## config.mk

```make
export PLATFORM = sky130hd
export DESIGN_NAME = dma_chan_seq
export DESIGN_NICKNAME = d
export VERILOG_FILES = /design/src/rtl/dma_chan_pkg.sv /design/src/rtl/dma_cfg_reg.sv /design/src/rtl/dma_req_detect.sv /design/src/rtl/dma_addr_ctr.sv /design/src/rtl/dma_chan_seq.sv
export SDC_FILE = /design/constraint.sdc
export NUM_CORES = 1
export LEC_CHECK = 0
export BUFFER_PORTS_ARGS = -buffer_cell sky130_fd_sc_hd__buf_4
export CORE_MARGIN = 8
export CORE_UTILIZATION = 35
export CTS_CLUSTER_DIAMETER = 150
export CTS_CLUSTER_SIZE = 25
export DETAILED_ROUTE_END_ITERATION = 6
export GPL_TIMING_DRIVEN = 0
export PLACE_DENSITY = 0.69
export SETUP_SLACK_MARGIN = 0.15
export SLEW_MARGIN = 20
export SYNTH_ARGS = -nofsm -noshare
export SYNTH_HDL_FRONTEND = slang
export SYNTH_SLANG_ARGS = --single-unit
```

## constraint.sdc

```tcl
create_clock -name clk -period 3.4 [get_ports clk]
set_input_delay 0.17 -clock clk [delete_from_list [all_inputs] [get_ports clk]]
set_output_delay 0.17 -clock clk [all_outputs]
set_load 0.005 [all_outputs]
```

## src/rtl/dma_chan_pkg.sv

```systemverilog
// Shared types for the DMA channel sequencer.
// Assumes the size code of the bus is the same two-bit code as the configuration.
package dma_chan_pkg;

    typedef enum logic [1:0] {
        SZ_BYTE  = 2'b00,
        SZ_WORD  = 2'b01,
        SZ_LONG  = 2'b10,
        SZ_BLK16 = 2'b11
    } xfer_size_e;

    typedef enum logic [1:0] {
        ST_IDLE,
        ST_RD,
        ST_WR,
        ST_SG
    } chan_state_e;

    typedef struct packed {
        xfer_size_e size;
        logic       auto_req;
        logic       ack_mode;
        logic       single;
        logic       level;
        logic       src_inc;
        logic       dst_inc;
    } chan_cfg_t;

    // Number of longword beats in one 16-byte block.
    localparam int unsigned BLK_BEATS = 4;

    // Byte step of one bus transfer for a size code.
    function automatic logic [2:0] size_bytes(input xfer_size_e s);
        case (s)
            SZ_BYTE: return 3'd1;
            SZ_WORD: return 3'd2;
            default: return 3'd4;
        endcase
    endfunction

endpackage

```

## src/rtl/dma_cfg_reg.sv

```systemverilog
// Channel configuration register.
// Holds the settings written by the owner. Clears on reset and on full standby,
// keeps its value otherwise (including module stop). Flags the unsupported
// combination of a 16-byte unit with level-detected external requests.
module dma_cfg_reg
    import dma_chan_pkg::*;
(
    input  logic      clk,
    input  logic      rst_n,
    input  logic      standby_i,
    input  logic      we_i,
    input  chan_cfg_t cfg_i,
    output chan_cfg_t cfg_o,
    output logic      illegal_o
);

    chan_cfg_t cfg_q;

    // Register the configuration; standby wipes it like a reset.
    always_ff @(posedge clk) begin
        if (!rst_n || standby_i) begin
            cfg_q <= '0;
        end else if (we_i) begin
            cfg_q <= cfg_i;
        end
    end

    // Unsupported: block size with a level-sampled external request.
    always_comb begin
        illegal_o = (cfg_q.size == SZ_BLK16) && !cfg_q.auto_req && cfg_q.level;
    end

    assign cfg_o = cfg_q;

endmodule

```

## src/rtl/dma_req_detect.sv

```systemverilog
// External request detector.
// Synchronizes an asynchronous request through SYNC_STAGES flops (at least 2).
// Edge mode latches a pending request on a rising edge and clears it when a unit
// is taken; level mode passes the synchronized level straight through.
module dma_req_detect #(
    parameter int unsigned SYNC_STAGES = 2
) (
    input  logic clk,
    input  logic rst_n,
    input  logic dreq_i,
    input  logic level_i,
    input  logic flush_i,
    input  logic take_i,
    output logic req_o
);

    localparam int unsigned LAST = SYNC_STAGES - 1;

    logic [SYNC_STAGES-1:0] sync_q;
    logic                   prev_q;
    logic                   pend_q;
    logic                   rise;

    // Synchronizer chain, one flop per stage.
    for (genvar g = 0; g < SYNC_STAGES; g++) begin : g_sync
        if (g == 0) begin : g_first
            always_ff @(posedge clk) begin
                if (!rst_n) sync_q[0] <= 1'b0;
                else        sync_q[0] <= dreq_i;
            end
        end else begin : g_next
            always_ff @(posedge clk) begin
                if (!rst_n) sync_q[g] <= 1'b0;
                else        sync_q[g] <= sync_q[g-1];
            end
        end
    end

    // Previous synchronized level for edge detection.
    always_ff @(posedge clk) begin
        if (!rst_n) prev_q <= 1'b0;
        else        prev_q <= sync_q[LAST];
    end

    assign rise = sync_q[LAST] & ~prev_q;

    // Pending edge request; a new edge wins over the take of an older one.
    always_ff @(posedge clk) begin
        if (!rst_n || flush_i) pend_q <= 1'b0;
        else if (rise)         pend_q <= 1'b1;
        else if (take_i)       pend_q <= 1'b0;
    end

    assign req_o = level_i ? sync_q[LAST] : pend_q;

endmodule

```

## src/rtl/dma_addr_ctr.sv

```systemverilog
// Address and count registers of the channel.
// Loads all three on start, advances each address by the given step when told,
// and decrements the count once per completed unit. The sequencer never asks
// for a decrement at zero.
module dma_addr_ctr #(
    parameter int unsigned AW = 32,
    parameter int unsigned CW = 16
) (
    input  logic          clk,
    input  logic          rst_n,
    input  logic          load_i,
    input  logic [AW-1:0] src_i,
    input  logic [AW-1:0] dst_i,
    input  logic [CW-1:0] cnt_i,
    input  logic          adv_src_i,
    input  logic          adv_dst_i,
    input  logic [AW-1:0] step_i,
    input  logic          dec_i,
    output logic [AW-1:0] src_o,
    output logic [AW-1:0] dst_o,
    output logic [CW-1:0] cnt_o
);

    logic [AW-1:0] src_q, dst_q;
    logic [CW-1:0] cnt_q;

    // Source address register.
    always_ff @(posedge clk) begin
        if (!rst_n)         src_q <= '0;
        else if (load_i)    src_q <= src_i;
        else if (adv_src_i) src_q <= src_q + step_i;
    end

    // Destination address register.
    always_ff @(posedge clk) begin
        if (!rst_n)         dst_q <= '0;
        else if (load_i)    dst_q <= dst_i;
        else if (adv_dst_i) dst_q <= dst_q + step_i;
    end

    // Remaining unit count.
    always_ff @(posedge clk) begin
        if (!rst_n)      cnt_q <= '0;
        else if (load_i) cnt_q <= cnt_i;
        else if (dec_i)  cnt_q <= cnt_q - CW'(1);
    end

    assign src_o = src_q;
    assign dst_o = dst_q;
    assign cnt_o = cnt_q;

endmodule

```

## src/rtl/dma_chan_seq.sv

```systemverilog
// DMA channel transfer sequencer (top).
// Runs dual-address (read then write) or single-address (one cycle with DACK)
// units on a ready-handshaked bus master port. A 16-byte unit is four longword
// beats. Configuration and start are accepted only while idle. Assumes the bus
// slave keeps bus_rdata_i valid at the edge where bus_rdy_i is high.
module dma_chan_seq
    import dma_chan_pkg::*;
#(
    parameter int unsigned AW          = 32,
    parameter int unsigned DW          = 32,
    parameter int unsigned CW          = 16,
    parameter int unsigned SYNC_STAGES = 2
) (
    input  logic          clk,
    input  logic          rst_n,
    input  logic          standby_i,
    input  logic          mstop_i,
    input  logic          cfg_we_i,
    input  logic [1:0]    cfg_size_i,
    input  logic          cfg_auto_i,
    input  logic          cfg_ackm_i,
    input  logic          cfg_single_i,
    input  logic          cfg_level_i,
    input  logic          cfg_sinc_i,
    input  logic          cfg_dinc_i,
    input  logic          start_i,
    input  logic [AW-1:0] src_i,
    input  logic [AW-1:0] dst_i,
    input  logic [CW-1:0] cnt_i,
    input  logic          dreq_i,
    output logic          bus_req_o,
    output logic          bus_we_o,
    output logic [AW-1:0] bus_addr_o,
    output logic [1:0]    bus_size_o,
    output logic [DW-1:0] bus_wdata_o,
    input  logic [DW-1:0] bus_rdata_i,
    input  logic          bus_rdy_i,
    output logic          dack_o,
    output logic          done_o,
    output logic          illegal_o,
    output logic [CW-1:0] cnt_o
);

    localparam int unsigned BW = $clog2(BLK_BEATS);

    chan_state_e   state_q;
    logic          en_q, done_q;
    logic [BW-1:0] beat_q;
    logic [DW-1:0] data_q;

    chan_cfg_t     cfg_in, cfg_q;
    logic          illegal;
    logic          is_idle, cfg_wr, load_w, can_run, launch, fin_zero;
    logic          ext_req, req_ok, rdy_ok, last_beat;
    logic          rd_done, wr_done, sg_done, unit_end;
    logic          adv_src, adv_dst;
    logic [AW-1:0] step_w, src_w, dst_w;
    logic [CW-1:0] cnt_w;

    // Pack the configuration inputs.
    always_comb begin
        cfg_in.size     = xfer_size_e'(cfg_size_i);
        cfg_in.auto_req = cfg_auto_i;
        cfg_in.ack_mode = cfg_ackm_i;
        cfg_in.single   = cfg_single_i;
        cfg_in.level    = cfg_level_i;
        cfg_in.src_inc  = cfg_sinc_i;
        cfg_in.dst_inc  = cfg_dinc_i;
    end

    assign is_idle = (state_q == ST_IDLE);
    assign cfg_wr  = cfg_we_i && is_idle && !standby_i;

    dma_cfg_reg u_cfg (
        .clk       (clk),
        .rst_n     (rst_n),
        .standby_i (standby_i),
        .we_i      (cfg_wr),
        .cfg_i     (cfg_in),
        .cfg_o     (cfg_q),
        .illegal_o (illegal)
    );

    // Sequencing decisions for the current cycle.
    always_comb begin
        load_w    = is_idle && start_i && !standby_i;
        can_run   = is_idle && !load_w && !cfg_we_i && en_q && !mstop_i
                    && !illegal && !standby_i;
        req_ok    = cfg_q.auto_req || ext_req;
        launch    = can_run && (cnt_w != '0) && req_ok;
        fin_zero  = can_run && (cnt_w == '0);
        rdy_ok    = bus_rdy_i && !standby_i;
        rd_done   = (state_q == ST_RD) && rdy_ok;
        wr_done   = (state_q == ST_WR) && rdy_ok;
        sg_done   = (state_q == ST_SG) && rdy_ok;
        last_beat = (cfg_q.size != SZ_BLK16) || (beat_q == BW'(BLK_BEATS - 1));
        unit_end  = (wr_done || sg_done) && last_beat;
        adv_src   = (rd_done || (sg_done && !cfg_q.ack_mode)) && cfg_q.src_inc;
        adv_dst   = (wr_done || (sg_done && cfg_q.ack_mode)) && cfg_q.dst_inc;
        step_w    = AW'(size_bytes(cfg_q.size));
    end

    dma_req_detect #(.SYNC_STAGES(SYNC_STAGES)) u_req (
        .clk     (clk),
        .rst_n   (rst_n),
        .dreq_i  (dreq_i),
        .level_i (cfg_q.level),
        .flush_i (load_w || standby_i),
        .take_i  (launch),
        .req_o   (ext_req)
    );

    dma_addr_ctr #(.AW(AW), .CW(CW)) u_addr (
        .clk       (clk),
        .rst_n     (rst_n),
        .load_i    (load_w),
        .src_i     (src_i),
        .dst_i     (dst_i),
        .cnt_i     (cnt_i),
        .adv_src_i (adv_src),
        .adv_dst_i (adv_dst),
        .step_i    (step_w),
        .dec_i     (unit_end),
        .src_o     (src_w),
        .dst_o     (dst_w),
        .cnt_o     (cnt_w)
    );

    // Channel state machine: idle, dual read, dual write, single cycle.
    always_ff @(posedge clk) begin
        if (!rst_n) begin
            state_q <= ST_IDLE;
            en_q    <= 1'b0;
            done_q  <= 1'b0;
            beat_q  <= '0;
            data_q  <= '0;
        end else if (standby_i) begin
            state_q <= ST_IDLE;
            en_q    <= 1'b0;
            beat_q  <= '0;
        end else begin
            case (state_q)
                ST_IDLE: begin
                    if (load_w) begin
                        en_q   <= !illegal;
                        done_q <= 1'b0;
                    end else if (fin_zero) begin
                        en_q   <= 1'b0;
                        done_q <= 1'b1;
                    end else if (launch) begin
                        state_q <= cfg_q.single ? ST_SG : ST_RD;
                        beat_q  <= '0;
                    end
                end
                ST_RD: begin
                    if (rd_done) begin
                        data_q  <= bus_rdata_i;
                        state_q <= ST_WR;
                    end
                end
                ST_WR: begin
                    if (wr_done) begin
                        if (last_beat) begin
                            state_q <= ST_IDLE;
                        end else begin
                            beat_q  <= beat_q + BW'(1);
                            state_q <= ST_RD;
                        end
                    end
                end
                default: begin
                    if (sg_done) begin
                        if (last_beat) state_q <= ST_IDLE;
                        else           beat_q  <= beat_q + BW'(1);
                    end
                end
            endcase
        end
    end

    // Bus and acknowledge outputs decoded from the state.
    always_comb begin
        bus_req_o   = !is_idle;
        bus_we_o    = (state_q == ST_WR) || ((state_q == ST_SG) && cfg_q.ack_mode);
        unique case (state_q)
            ST_RD:   bus_addr_o = src_w;
            ST_WR:   bus_addr_o = dst_w;
            ST_SG:   bus_addr_o = cfg_q.ack_mode ? dst_w : src_w;
            default: bus_addr_o = '0;
        endcase
        bus_size_o  = (cfg_q.size == SZ_BLK16) ? SZ_LONG : cfg_q.size;
        bus_wdata_o = data_q;
        dack_o      = ((state_q == ST_RD) && !cfg_q.ack_mode)
                   || ((state_q == ST_WR) && cfg_q.ack_mode)
                   || (state_q == ST_SG);
    end

    assign done_o    = done_q;
    assign illegal_o = illegal;
    assign cnt_o     = cnt_w;

endmodule

```

==> results of run 1 <==
## worst max path at each step
stage	end
detailed placement	u_addr.dst_o[2]
finish	bus_addr_o[2]
CTS	u_addr.src_o[29]
floorplan	u_addr.dst_o[30]
global route	u_addr.cnt_o[8]
global placement	u_addr.src_o[29]
## layout make-up
cell class,count,area [um^2]
multi-input cells,647,3890
flip-flops and latches,130,2600
repair buffers,244,1910
well taps,265,332
fillers,1900,9590
plain buffers,62,240
inverters,23,86.3
clock buffers,22,474
clock inverters,10,155
## Yosys cell counts (all sizes together), types with 2 or more instances
cell,instances
and2,7
or3,10
a22oi,32
o221a,7
a211oi,18
nor2b,7
xor2,32
a31oi,6
a21o,3
nor2,71
o31ai,2
dfxtp,130
nor4,17
buf,4
o2111ai,2
clkbuf,58
and4,9
o211ai,2
o21ai,67
nand2,100
and3,7
ha,14
fa,2
or2,4
xnor2,37
nand3,31
nor3,21
a21oi,98
mux2i,6
nand2b,3
inv,23
or4,2
nand4,18
## where the power goes
part           leakage, nW  total (mW)  switching (mW)  internal (mW)
clock                0.306        1.95           0.672           1.28
combinational         2.32       0.426           0.194          0.232
sequential            1.06        1.69          0.0986           1.59
total                 3.69        4.07           0.965           3.11
## layout by cell type, fill, tap and decap left out, types with 4 or more instances in the layout
cell type and instances:
sky130_fd_sc_hd__and3_1 7, sky130_fd_sc_hd__and2_1 7, sky130_fd_sc_hd__dlygate4sd3_1 31, sky130_fd_sc_hd__inv_1 22, sky130_fd_sc_hd__nand3_1 31, sky130_fd_sc_hd__a31oi_1 6, sky130_fd_sc_hd__or3_1 9, sky130_fd_sc_hd__nor2_1 71
sky130_fd_sc_hd__clkbuf_16 17, sky130_fd_sc_hd__o221a_2 7, sky130_fd_sc_hd__a22oi_1 32, sky130_fd_sc_hd__xor2_1 32, sky130_fd_sc_hd__and4_1 9, sky130_fd_sc_hd__mux2i_1 6, sky130_fd_sc_hd__clkbuf_1 58, sky130_fd_sc_hd__nor2b_1 7
sky130_fd_sc_hd__nand4_1 18, sky130_fd_sc_hd__xnor2_1 37, sky130_fd_sc_hd__nor3_1 21, sky130_fd_sc_hd__nor4_1 14, sky130_fd_sc_hd__ha_1 14, sky130_fd_sc_hd__o21ai_0 65, sky130_fd_sc_hd__a21oi_1 98, sky130_fd_sc_hd__nand2_1 100
sky130_fd_sc_hd__bufinv_16 4, sky130_fd_sc_hd__clkinv_2 4, sky130_fd_sc_hd__a211oi_1 17, sky130_fd_sc_hd__dfxtp_1 130, sky130_fd_sc_hd__buf_4 213, sky130_fd_sc_hd__buf_2 4
## logic make-up (layout without fill, tap and decap cells)
| kind of cell | count (synthesis) | count (layout) | share of synthesized area |
|---|---|---|---|
| compound gates | 243 | 243 | 0.213 |
| xor+xnor | 69 | 69 | 0.0887 |
| fa+ha+maj | 16 | 16 | 0.0316 |
| buf+inv | 85 | 361 | 0.0476 |
| flops | 130 | 130 | 0.382 |
| mux | 6 | 6 | 0.00882 |
| simple gates | 313 | 313 | 0.229 |
## sequential cells by signal, summed over array words and instances, names as in the netlist, 2 cells and up
signal        count
bus_wdata_o      32
u_addr.dst_o     32
beat_q            2
u_addr.src_o     32
state_q           2
u_cfg.cfg_o       8
u_addr.cnt_o     16
u_req.sync_q      2
## metal layers
layer,up-vias,track usage,share of wire
met1,3380,0.248,0.42
met5,-,0,0
met2,296,0.330,0.47
li1,3584,-,-
met3,51,0.0580,0.073
met4,0,0.0832,0.031
## stage by stage
step | utilization | hold WS [ns] | power [mW] | instances | setup WS, ns
after floorplan | - | 0.297 | 1.89 | 862 | 1.16
after global placement | 0.454 | 0.379 | 2.11 | 1340 | 0.219
after detailed placement | 0.454 | 0.388 | 2.12 | 1340 | 0.253
after CTS | 0.502 | 0.000706 | 4.10 | 1403 | 0.215
after global routing | 0.503 | 0.00312 | 4.22 | 1403 | 0.199
final | 0.503 | 0.0139 | 4.07 | 1403 | 0.330
## tightest hold or removal path, stage by stage
cell	delay [ns]
sky130_fd_sc_hd__buf_4	0.11
sky130_fd_sc_hd__nand2_1	0.05
sky130_fd_sc_hd__a21oi_1	0.05
## what timing repair did
| item | in CTS | in global routing |
|---|---|---|
| gates resized for setup | 0 | 4 |
| hold endpoints to repair | 31 | 0 |
| hold buffers | 31 | 0 |
| endpoints found under the setup margin | 0 | 17 |
==> results list, run 1 <==
- Slowest-stage cell, CP: sky130_fd_sc_hd__dfxtp_1
* End of the worst hold path: bus_wdata_o[9]
- In the final layout, the share of cells above drive strength 1 is 0.236.
- Data on the critical path arrives at its endpoint at 2.90 ns.
* Y dimension of the die: 156 um
- For flop-to-flop paths, the worst setup slack is 0.38 ns.
- From left edge to right edge, the die measures 156 um.
- Normalized max-slew margin: 0.424
* Post-synth ARST share: 0
- The number of nets in the synthesized netlist is 1006.
- The worst path in the final design needs a cycle of 3.07 ns, including I/O delays and setup.
- The cell count after synthesis came out at 862.
- DIE AREA: 24200 um^2
- In this run the tool buffered the top-level ports with 213 buffer cells.
- Post-CTS Setup Repair Bufs: 0
- The floorplan step defined a core boundary enclosing 19300 um^2.
- The most used flip-flop cell after synthesis is sky130_fd_sc_hd__dfxtp_1.
* Synthesis-to-layout area growth: 42.2%
- Initial Utilization: 0.354
- Path category of the worst min-delay check: input pin to register
* Instance count along the most critical hold path: 3
* Total via count after detailed routing: 7311
- Sequential area share after synthesis: 0.382
- Detailed-route wire length per cell: 18.0 um
- The critical path crosses 8 cells after its start point.
- Endpoints failing hold: 0
- Setup repair after global routing missed its margin: no
- Start of the worst register-to-register path: state_q[0]
- The congestion estimate from routability-driven global placement came to 0.976.
* Global routing usage summed across all routing layers: 0.203
- Netlist area before placement: 6810 um^2
- Cell type contributing the most total cell area after synthesis: sky130_fd_sc_hd__dfxtp_1
- The clock net in this run drives a total of 130 sinks.
- Number of optimization iterations in the first detailed-route pass: 5
- Detailed-route DRC error count: 0
* Final design area excluding fillers: 9690 um^2
- TritonCTS clock tree: done
* Maximum clock path buffer count: 2
- Worst Path Buf+Inv: 3
* Number of violations reported at the end of detailed-routing iteration 0: 646
- Clock latency on the worst-skew pair, taken at its later pin, is 0.42 ns.
* CP startpoint: state_q[0]
- The clock tree synthesis step divided the H-tree into 4 levels.
- Number of cells traversed by the worst register-to-register path: 9
- Maximum achievable frequency: 0.326 GHz
- Cell leakage power: 3.69 nW
* Antenna diode count: 0
* Final Max Slew Viols: 0
- Final wirelength: 25300 um
- The flow ran to the end, and the final reports show no timing, DRC or antenna violations.
* Setup TNS Final: 0 ns
* Placed Area: 8740 um^2
* Delay-heaviest family, CP: buffers and inverters
- Entering global routing, the biggest net connects 17 pins.
* Critical-path maximum fanout: 10
- Worst reg2reg endpoint: u_addr.src_o[27]
- The setup path with the least slack is of type register to output pin.
- The number of global-route vias before repair was 7329.
- Clock tree root driver cell: sky130_fd_sc_hd__clkbuf_16
- Of the post-synthesis cell area, the dominant cell type holds 0.382.
- Number of setup violations in the final report: 0
- The worst setup path is captured at an output pin.
* Count of yosys warnings during synthesis: 0
* Number of clock buffers inserted by TritonCTS: 17
- Worst Path Required: 3.23 ns
* Antenna violations before repair: 0
- The clock arrives with 0.00733 ns of skew.
- Power density over cell area: 420 nW/um^2
- Number of I/O pins: 215
- Detailed placement ended at an HPWL of 19300 um.
- In this run, synthesis produced a sequential element count of 130.
- Via/cell ratio: 5.21
- Maximum vdd drop: 0.257 mV
* Wire length of the first global-routing pass: 38700 um
* Detail Route Antenna Nets: 0
- Of the available clock period, the critical path in the final layout requires 0.903.
- Clock-pin slew was measured on the worst setup and hold paths at 0.05 ns.
- For the pin with the worst max-slew slack, the measured transition is 0.861 ns.
- Maximum single-stage delay on the critical path: 0.50 ns
- Number of nets at the end of the flow: 1269
* Cells along the critical path: ha_1 -> nor2b_1 -> or2_2 -> clkbuf_1 -> clkbuf_1 -> a22oi_1 -> nor2_1 -> buf_4
* Cell types with the largest area share after synthesis: sky130_fd_sc_hd__dfxtp_1, sky130_fd_sc_hd__a21oi_1, sky130_fd_sc_hd__nand2_1, sky130_fd_sc_hd__o21ai_0, sky130_fd_sc_hd__xnor2_1
* Crit-path most repeated cell: sky130_fd_sc_hd__clkbuf_1
- In this run, distinct cell masters in the synthesized netlist total 55.
- Mean Syn Cell Area: 7.90 um^2
* Startpoint Class: register
- For this run the aggregate overflow at the end of global routing stands at 0.
- Row count: 51
- Max-cap violations in this run came to 0.
- In this run the most critical hold path is launched from bus_rdata_i[9].
* Count of flip-flops with a built-in enable after synthesis: 0
(Power assumes the default switching activity.)
==> run 2: changes to the inputs <==
--- a/config.mk
+++ b/config.mk
@@ -5,6 +5,7 @@
 export SDC_FILE = /design/constraint.sdc
 export NUM_CORES = 1
 export LEC_CHECK = 0
+export ABC_AREA = 1
 export BUFFER_PORTS_ARGS = -buffer_cell sky130_fd_sc_hd__buf_4
 export CORE_MARGIN = 8
 export CORE_UTILIZATION = 35
@@ -12,7 +13,7 @@
 export CTS_CLUSTER_SIZE = 25
 export DETAILED_ROUTE_END_ITERATION = 6
 export GPL_TIMING_DRIVEN = 0
-export PLACE_DENSITY = 0.69
+export PLACE_DENSITY_LB_ADDON = 0.08
 export SETUP_SLACK_MARGIN = 0.15
 export SLEW_MARGIN = 20
 export SYNTH_ARGS = -nofsm -noshare
==> results list, run 2 <==
* Met2 WL post-DR: 16900 um
* Area inside the core boundary: 24100 um^2
* Violations in the final reports: DRC
- The critical path contains buffers and inverters numbering 4 combined.
- The floorplan step defined a die boundary enclosing 29600 um^2.
* Number of nets at the end of the flow: 1812
* Netlist area before placement: 8510 um^2
- Setup repair after global routing missed its margin: no
- Classification of the worst setup path: register to output pin
- The congestion estimate from routability-driven global placement came to 0.933.
- In this run, the number of DRC markers left after iteration 0 of detailed routing was 837.
- Antenna diode count: 0
- Setup TNS Final: 0 ns
* Maximum clock skew at final layout: 0.0100 ns
- Clock tree root driver cell: sky130_fd_sc_hd__clkbuf_16
- The detail route stage leaves a number of antenna-violating nets equal to 0.
- Normalized max-slew margin: 0.449
- Most frequent standard cell in the layout excluding fill and tap cells: sky130_fd_sc_hd__nand2_1
- Met1 Routed Length: 15900 um
* Element type at the critical path end: output pin
* Transition at the pin with the smallest max-transition slack: 0.826 ns
- Sequential area share after synthesis: 0.306
* Fraction of final layout cells sized beyond drive strength 1: 0.178
* Net count after synthesis: 1570
- The total overflow left after global routing is 0.
- HPWL after detailed placement: 28900 um
* Initial Utilization: 0.353
- Entering global routing, the biggest net connects 17 pins.
* Vias in the first global route: 9949
- Maximum vdd drop: 0.253 mV
- The clock tree synthesis step divided the H-tree into 4 levels.
* Maximum clock path buffer count: 2
- Clock latency on the worst-skew pair: 0.44 ns
- In the final layout, the multi-input gates occupy 5220 um^2.
- Buffers added on ports: 214
* Number of clock buffers inserted by TritonCTS: 17
- Post-synth ARST share: 0
- Wire length of the first global-routing pass: 55800 um
- Count of state elements after synthesis: 130
- Path category of the worst min-delay check: input pin to register
* Most used standard cell by instance count after synthesis: sky130_fd_sc_hd__nand2_1
* Critical-path maximum fanout: 10
- Max cap viols: 0
- Main synth FF type: sky130_fd_sc_hd__dfxtp_1
- After synthesis, the netlist uses 47 different library cells.
- The design draws 4.18 mW.
* Fin crit share: 0.847
- Global routing usage summed across all routing layers: 0.246
- The die is 172 um tall.
- Mean Syn Cell Area: 5.97 um^2
- Setup violations remaining at the end of the flow were counted as 0.
- Counting every sink on the clock net gives 130.
- Row count: 57
* Count of yosys warnings during synthesis: 0
- The initial antenna violation count came to 0.
* Cell leakage power: 4.58 nW
* Leading cell types in the layout, fill and taps excluded: sky130_fd_sc_hd__nand2_1, sky130_fd_sc_hd__nor2_1, sky130_fd_sc_hd__buf_4, sky130_fd_sc_hd__a21oi_1, sky130_fd_sc_hd__dfxtp_1
- Final wirelength: 37000 um
* Final Max Slew Viols: 0
- Count of flip-flops with a built-in enable after synthesis: 0
- Cell type contributing the most total cell area after synthesis: sky130_fd_sc_hd__dfxtp_1
- In the final routed layout, each cell accounts on average for 18.4 um.
* Layout fillers: 2684
* Top routing layer in use: met4
- Final critical path time including I/O delays and setup: 2.88 ns
- The cell family contributing the most delay on the critical path is buffers and inverters.
- Number of I/O pins: 215
- STA puts the critical path data arrival time at 2.71 ns.
* Via/cell ratio: 5.15
* Total via count after detailed routing: 10321
- Cells along the critical path: inv_1 -> ha_1 -> inv_1 -> nand2_1 -> clkbuf_1 -> nand2_1 -> a21oi_1 -> buf_4
- After clock tree synthesis, the clock-pin slew on the worst setup and hold paths is 0.07 ns.
* Startpoint Class: register
* Width of the die: 172 um
- The pre-antenna-repair detailed-routing pass consisted of 7 iterations.
* TritonCTS clock tree: done
- Slowest-stage cell, CP: sky130_fd_sc_hd__clkbuf_1
- For the worst setup path, the data required time is 3.23 ns.
* Area used by sequential logic in the layout: 2600 um^2
- The final hold violation count came to 0.
* Maximum achievable frequency: 0.347 GHz
- For this run, design rule violations remaining after detail routing come to 6.
- Top cells by instance count after synthesis: sky130_fd_sc_hd__nand2_1, sky130_fd_sc_hd__nor2_1, sky130_fd_sc_hd__a21oi_1
- The run finished, with violations left.
* Maximum single-stage delay on the critical path: 0.40 ns
- Synthesis-to-layout area growth: 31.6%
- Synthesis handed over a netlist of 1426 instances.
- Cell types with the largest area share after synthesis: sky130_fd_sc_hd__dfxtp_1, sky130_fd_sc_hd__nand2_1, sky130_fd_sc_hd__nor2_1, sky130_fd_sc_hd__a21oi_1, sky130_fd_sc_hd__nand3_1
* Post-CTS Setup Repair Bufs: 0
- Power density over cell area: 373 nW/um^2
* Share of the synthesized area in the top cell type: 0.306
- In the detailed route, the total length drawn on met3 is 3450 um.
run 2: cell types whose count changed after synthesis, sizes merged, moves of 27 or more:
cell	change
nand2	+343
inv	+80
xnor2	-32
nand3	+77
a21oi	+41
a22oi	-31
nor2	+194
xor2	-27
run 2: metrics by stage:
step / util / hold slack [ns] / cells / area (um^2) / worst slack (ns)
after floorplan: - / 0.268 / 1426 / 8510 / 1.29
final: 0.465 / 0.0103 / 2005 / 11200 / 0.522
after global placement: 0.437 / 0.353 / 1964 / 10500 / 0.616
after global routing: 0.465 / 0.00705 / 2005 / 11200 / 0.337
after detailed placement: 0.437 / 0.361 / 1964 / 10500 / 0.593
after CTS: 0.465 / 0.0000397 / 2005 / 11200 / 0.567
run 2: layout make-up:
cell class / count / area share
Timing Repair Buffer: 223 / 0.151
Inverter: 103 / 0.0347
Clock buffer: 17 / 0.0380
Sequential cell: 130 / 0.232
Tap cell: 324 / 0.0362
Multi-Input combinational cell: 1128 / 0.466
Clock inverter: 15 / 0.0144
Buffer: 65 / 0.0269
run 2: kinds of logic after synthesis:
logic type	share of synthesized area
buf+inv	0.0811
flops	0.306
simple gates	0.427
compound gates	0.151
xor+xnor	0.0103
fa+ha+maj	0.0253
run 2: where the power goes:
part | switching [mW] | leakage [nW] | total (mW) | internal [mW]
clock | 0.885 | 0.284 | 1.87 | 0.988
sequential | 0.0914 | 1.06 | 1.67 | 1.58
combinational | 0.367 | 3.24 | 0.634 | 0.268
run 2: what timing repair did:
| action | 4_1_cts | 5_1_grt |
|---|---|---|
| hold buffers | 9 | 0 |
| endpoints found under the hold margin | 9 | 0 |
| gates resized for setup | 0 | 0 |
run 2: path summary, 6_finish.rpt:
path	start	end	slack (ns)	depth (start not counted)
hold / removal	bus_rdata_i[4]	bus_wdata_o[4]	0.01	3
setup / recovery	state_q[0]	bus_addr_o[1]	0.52	8
setup reg to reg	u_cfg.cfg_o[6]	u_addr.dst_o[18]	0.58	15
hold reg to reg	u_req.sync_q[0]	u_req.sync_q[1]	0.41	2
run 2: worst reg2reg max path, delay by kind of cell, from the launching register on:
| family | cells | cell delay [ns] |
|---|---|---|
| buffers and inverters | 3 | 0.34 |
| adders and majority gates | 1 | 0.48 |
| and+or+nand+nor | 10 | 1.47 |
| DFF | 1 | 0.35 |
| AOI/OAI and AO/OA | 1 | 0.11 |
run 2: layer usage:
layer | GRT usage | vias up
met3 | 0.0696 | 51
met2 | 0.401 | 430
met5 | 0 | -
met4 | 0.0633 | 0
met1 | 0.314 | 4721
li1 | - | 5119
==> run 3: changes to the inputs <==
==> constraint.sdc (replaced) <==
create_clock -name clk -period 3 [get_ports clk]
set_input_delay 0.15 -clock clk [delete_from_list [all_inputs] [get_ports clk]]
set_output_delay 0.15 -clock clk [all_outputs]
set_load 0.005 [all_outputs]
==> results list, run 3 (synthesized netlist as in run 2, its figures left out) <==
- Status: complete, no violations
- The number of placed instances, taps included, is 1964.
- Total via count after detailed routing: 10435
* Delay-heaviest family, CP: buffers and inverters
- In this run the power density over the cells is 414 nW/um^2.
- Post-CTS clock slew at the launch and capture registers of the worst setup and hold paths: 0.07 ns
- After global routing the overflow that remains totals 0.
* Maximum clock path buffer count: 2
- Initial Utilization: 0.353
* Clock tree root driver cell: sky130_fd_sc_hd__clkbuf_16
- Detailed-route wire length per cell: 18.3 um
* Worst Setup Slack, final: 0.304 ns
- The total count of max-transition violations in the final report came to 0.
- The startpoint identified for the worst register-to-register timing path is state_q[0].
* HPWL after detailed placement: 28900 um
* Cells along the critical path: inv_1 -> ha_1 -> inv_1 -> nand2_1 -> clkbuf_2 -> nand2_1 -> a21oi_1 -> buf_4
* Startpoint Class: register
- In this run the critical register-to-register path is captured at u_addr.dst_o[31].
- Setup violations remaining at the end of the flow were counted as 0.
- Registers take 2600 um^2.
* Maximum single-stage delay on the critical path: 0.37 ns
- Detailed-route DRC error count: 0
- Number of violations reported at the end of detailed-routing iteration 0: 802
- The initial antenna violation count came to 0.
- Relative to the synthesized area, the layout overhead comes to 35.6%.
* Endpoints failing hold: 0
- The first global-routing pass estimated 56500 um of wire.
- The top cell types in the final layout, fill and taps aside, are sky130_fd_sc_hd__nand2_1, sky130_fd_sc_hd__nor2_1, sky130_fd_sc_hd__buf_4, sky130_fd_sc_hd__a21oi_1, sky130_fd_sc_hd__dfxtp_1.
* Transition at the pin with the smallest max-transition slack: 0.825 ns
- The layout has 2653 filler cells.
- At the placement stage, the worst setup path has a slack of 0.193 ns.
- Post-CTS Setup Repair Bufs: 0
* End of the worst hold path: u_cfg.cfg_o[4]
* Width of the die: 172 um
- Final wirelength: 37200 um
* Number of clock buffers inserted by TritonCTS: 17
- In the global route stage, overall resource usage came out at 0.248.
- Entering global routing, the biggest net connects 17 pins.
* Instance count along the most critical hold path: 3
* Gpl congestion: 0.933
* Path category of the worst min-delay check: input pin to register
- Number of I/O pins: 215
- For this run, the number of standard cells in the final layout without fillers is 2037.
* Critical-path maximum fanout: 10
- Counting cells, the worst reg-to-reg path comes to 10.
* Final critical path time including I/O delays and setup: 2.70 ns
- Max cap viols: 0
- Clock skew on the completed layout was measured at 0.0100 ns.
* Normalized max-slew margin: 0.450
- Leaving out fill and tap cells, the most frequent cell in the layout is sky130_fd_sc_hd__nand2_1.
- The die covers 29600 um^2.
- The critical path is of the register to output pin type.
- TritonCTS clock tree: done
* Detail Route Antenna Nets: 0
- Number of optimization iterations in the first detailed-route pass: 5
* Register-to-register setup slack: 0.39 ns
* Vias in the first global route: 10079
- The slowest stage of the critical path is the sky130_fd_sc_hd__dfxtp_1 cell.
- Area inside the core boundary: 24100 um^2
- Maximum achievable frequency: 0.371 GHz
* Clock latency on the worst-skew pair: 0.43 ns
- Area used by multi-input combinational logic: 5230 um^2
- The startpoint identified for the worst hold timing path is cfg_ackm_i.
- Antenna diode count: 0
* Worst Path Buf+Inv: 4
* Count of clock tree sinks: 130
- In the routed layout, each cell is associated on average with a via count of 5.12.
- Element type at the critical path end: output pin
* Buffers added on ports: 214
- At the worst endpoint, the required time is 2.85 ns.
- Fin crit share: 0.899
* H-tree levels: 4
- In this run the core area contains 57 standard-cell rows.
- Summed over all failing endpoints, the final setup total negative slack is 0 ns.
- The worst-case IR drop observed on VDD is 0.285 mV.
- Setup repair after global routing missed its margin: no
- In this run the static leakage power is 4.74 nW.
- Signal arrival time at the worst endpoint: 2.55 ns
- The floorplan step set the die height to 172 um.
- Fraction of final layout cells sized beyond drive strength 1: 0.180
- Number of nets at the end of the flow: 1844
## run 3: through the flow
| step | total power, mW | hold slack, ns | cell area, um^2 | utilization |
|---|---|---|---|---|
| after detailed placement | 2.64 | 0.341 | 10500 | 0.437 |
| after CTS | 4.81 | 0.000408 | 11500 | 0.478 |
| after global routing | 4.96 | 0.00329 | 11500 | 0.479 |
| final | 4.78 | 0.00494 | 11500 | 0.479 |
| after floorplan | 2.28 | 0.248 | 8510 | - |
| after global placement | 2.64 | 0.333 | 10500 | 0.437 |
## run 3: power breakdown
| part | internal, mW | leakage (nW) | switching (mW) |
|---|---|---|---|
| Sequential | 1.79 | 1.06 | 0.104 |
| Combinational | 0.331 | 3.39 | 0.423 |
| Clock | 1.12 | 0.284 | 1.00 |
| Total | 3.25 | 4.74 | 1.53 |
## run 3: worst register-to-register path: stages, from the launching register on
cell,delay [ns]
sky130_fd_sc_hd__dfxtp_1,0.44
sky130_fd_sc_hd__inv_1,0.17
sky130_fd_sc_hd__ha_1,0.25
sky130_fd_sc_hd__inv_1,0.13
sky130_fd_sc_hd__nand2_1,0.29
sky130_fd_sc_hd__nand3_4,0.27
sky130_fd_sc_hd__nand2_4,0.15
sky130_fd_sc_hd__inv_2,0.09
sky130_fd_sc_hd__clkbuf_1,0.48
sky130_fd_sc_hd__nand2_1,0.11
sky130_fd_sc_hd__a21oi_1,0.15
## run 3: worst max path at each step
stage | start | to | depth (start not counted)
4_1_cts | u_cfg.cfg_o[6] | u_addr.dst_o[18] | 15
5_1_grt | state_q[1] | bus_addr_o[9] | 9
2_1_floorplan | u_cfg.cfg_o[6] | u_addr.dst_o[16] | 12
6_report | state_q[0] | bus_addr_o[1] | 8
3_5_place_dp | u_cfg.cfg_o[6] | u_addr.dst_o[18] | 15
3_3_place_gp | u_cfg.cfg_o[6] | u_addr.dst_o[18] | 15
## run 3: metal layers
layer | vias to the layer above | share of wire | global-route usage
li1 | 5190 | - | -
met1 | 4762 | 0.43 | 0.319
met2 | 437 | 0.46 | 0.407
met3 | 46 | 0.091 | 0.0651
met4 | 0 | 0.018 | 0.0633
met5 | - | 0 | 0
## run 3: cell type report
type / count / area share
Buffer: 65 / 0.0268
Clock buffer: 17 / 0.0369
Clock inverter: 15 / 0.0140
Inverter: 103 / 0.0337
Multi-Input combinational cell: 1128 / 0.453
Sequential cell: 130 / 0.225
Tap cell: 324 / 0.0351
Timing Repair Buffer: 255 / 0.175
## run 3: repair_timing
action,in CTS,in global routing
endpoints found under the setup margin,0,30
gates resized for setup,0,16
hold buffers,41,0
endpoints found under the hold margin,41,0
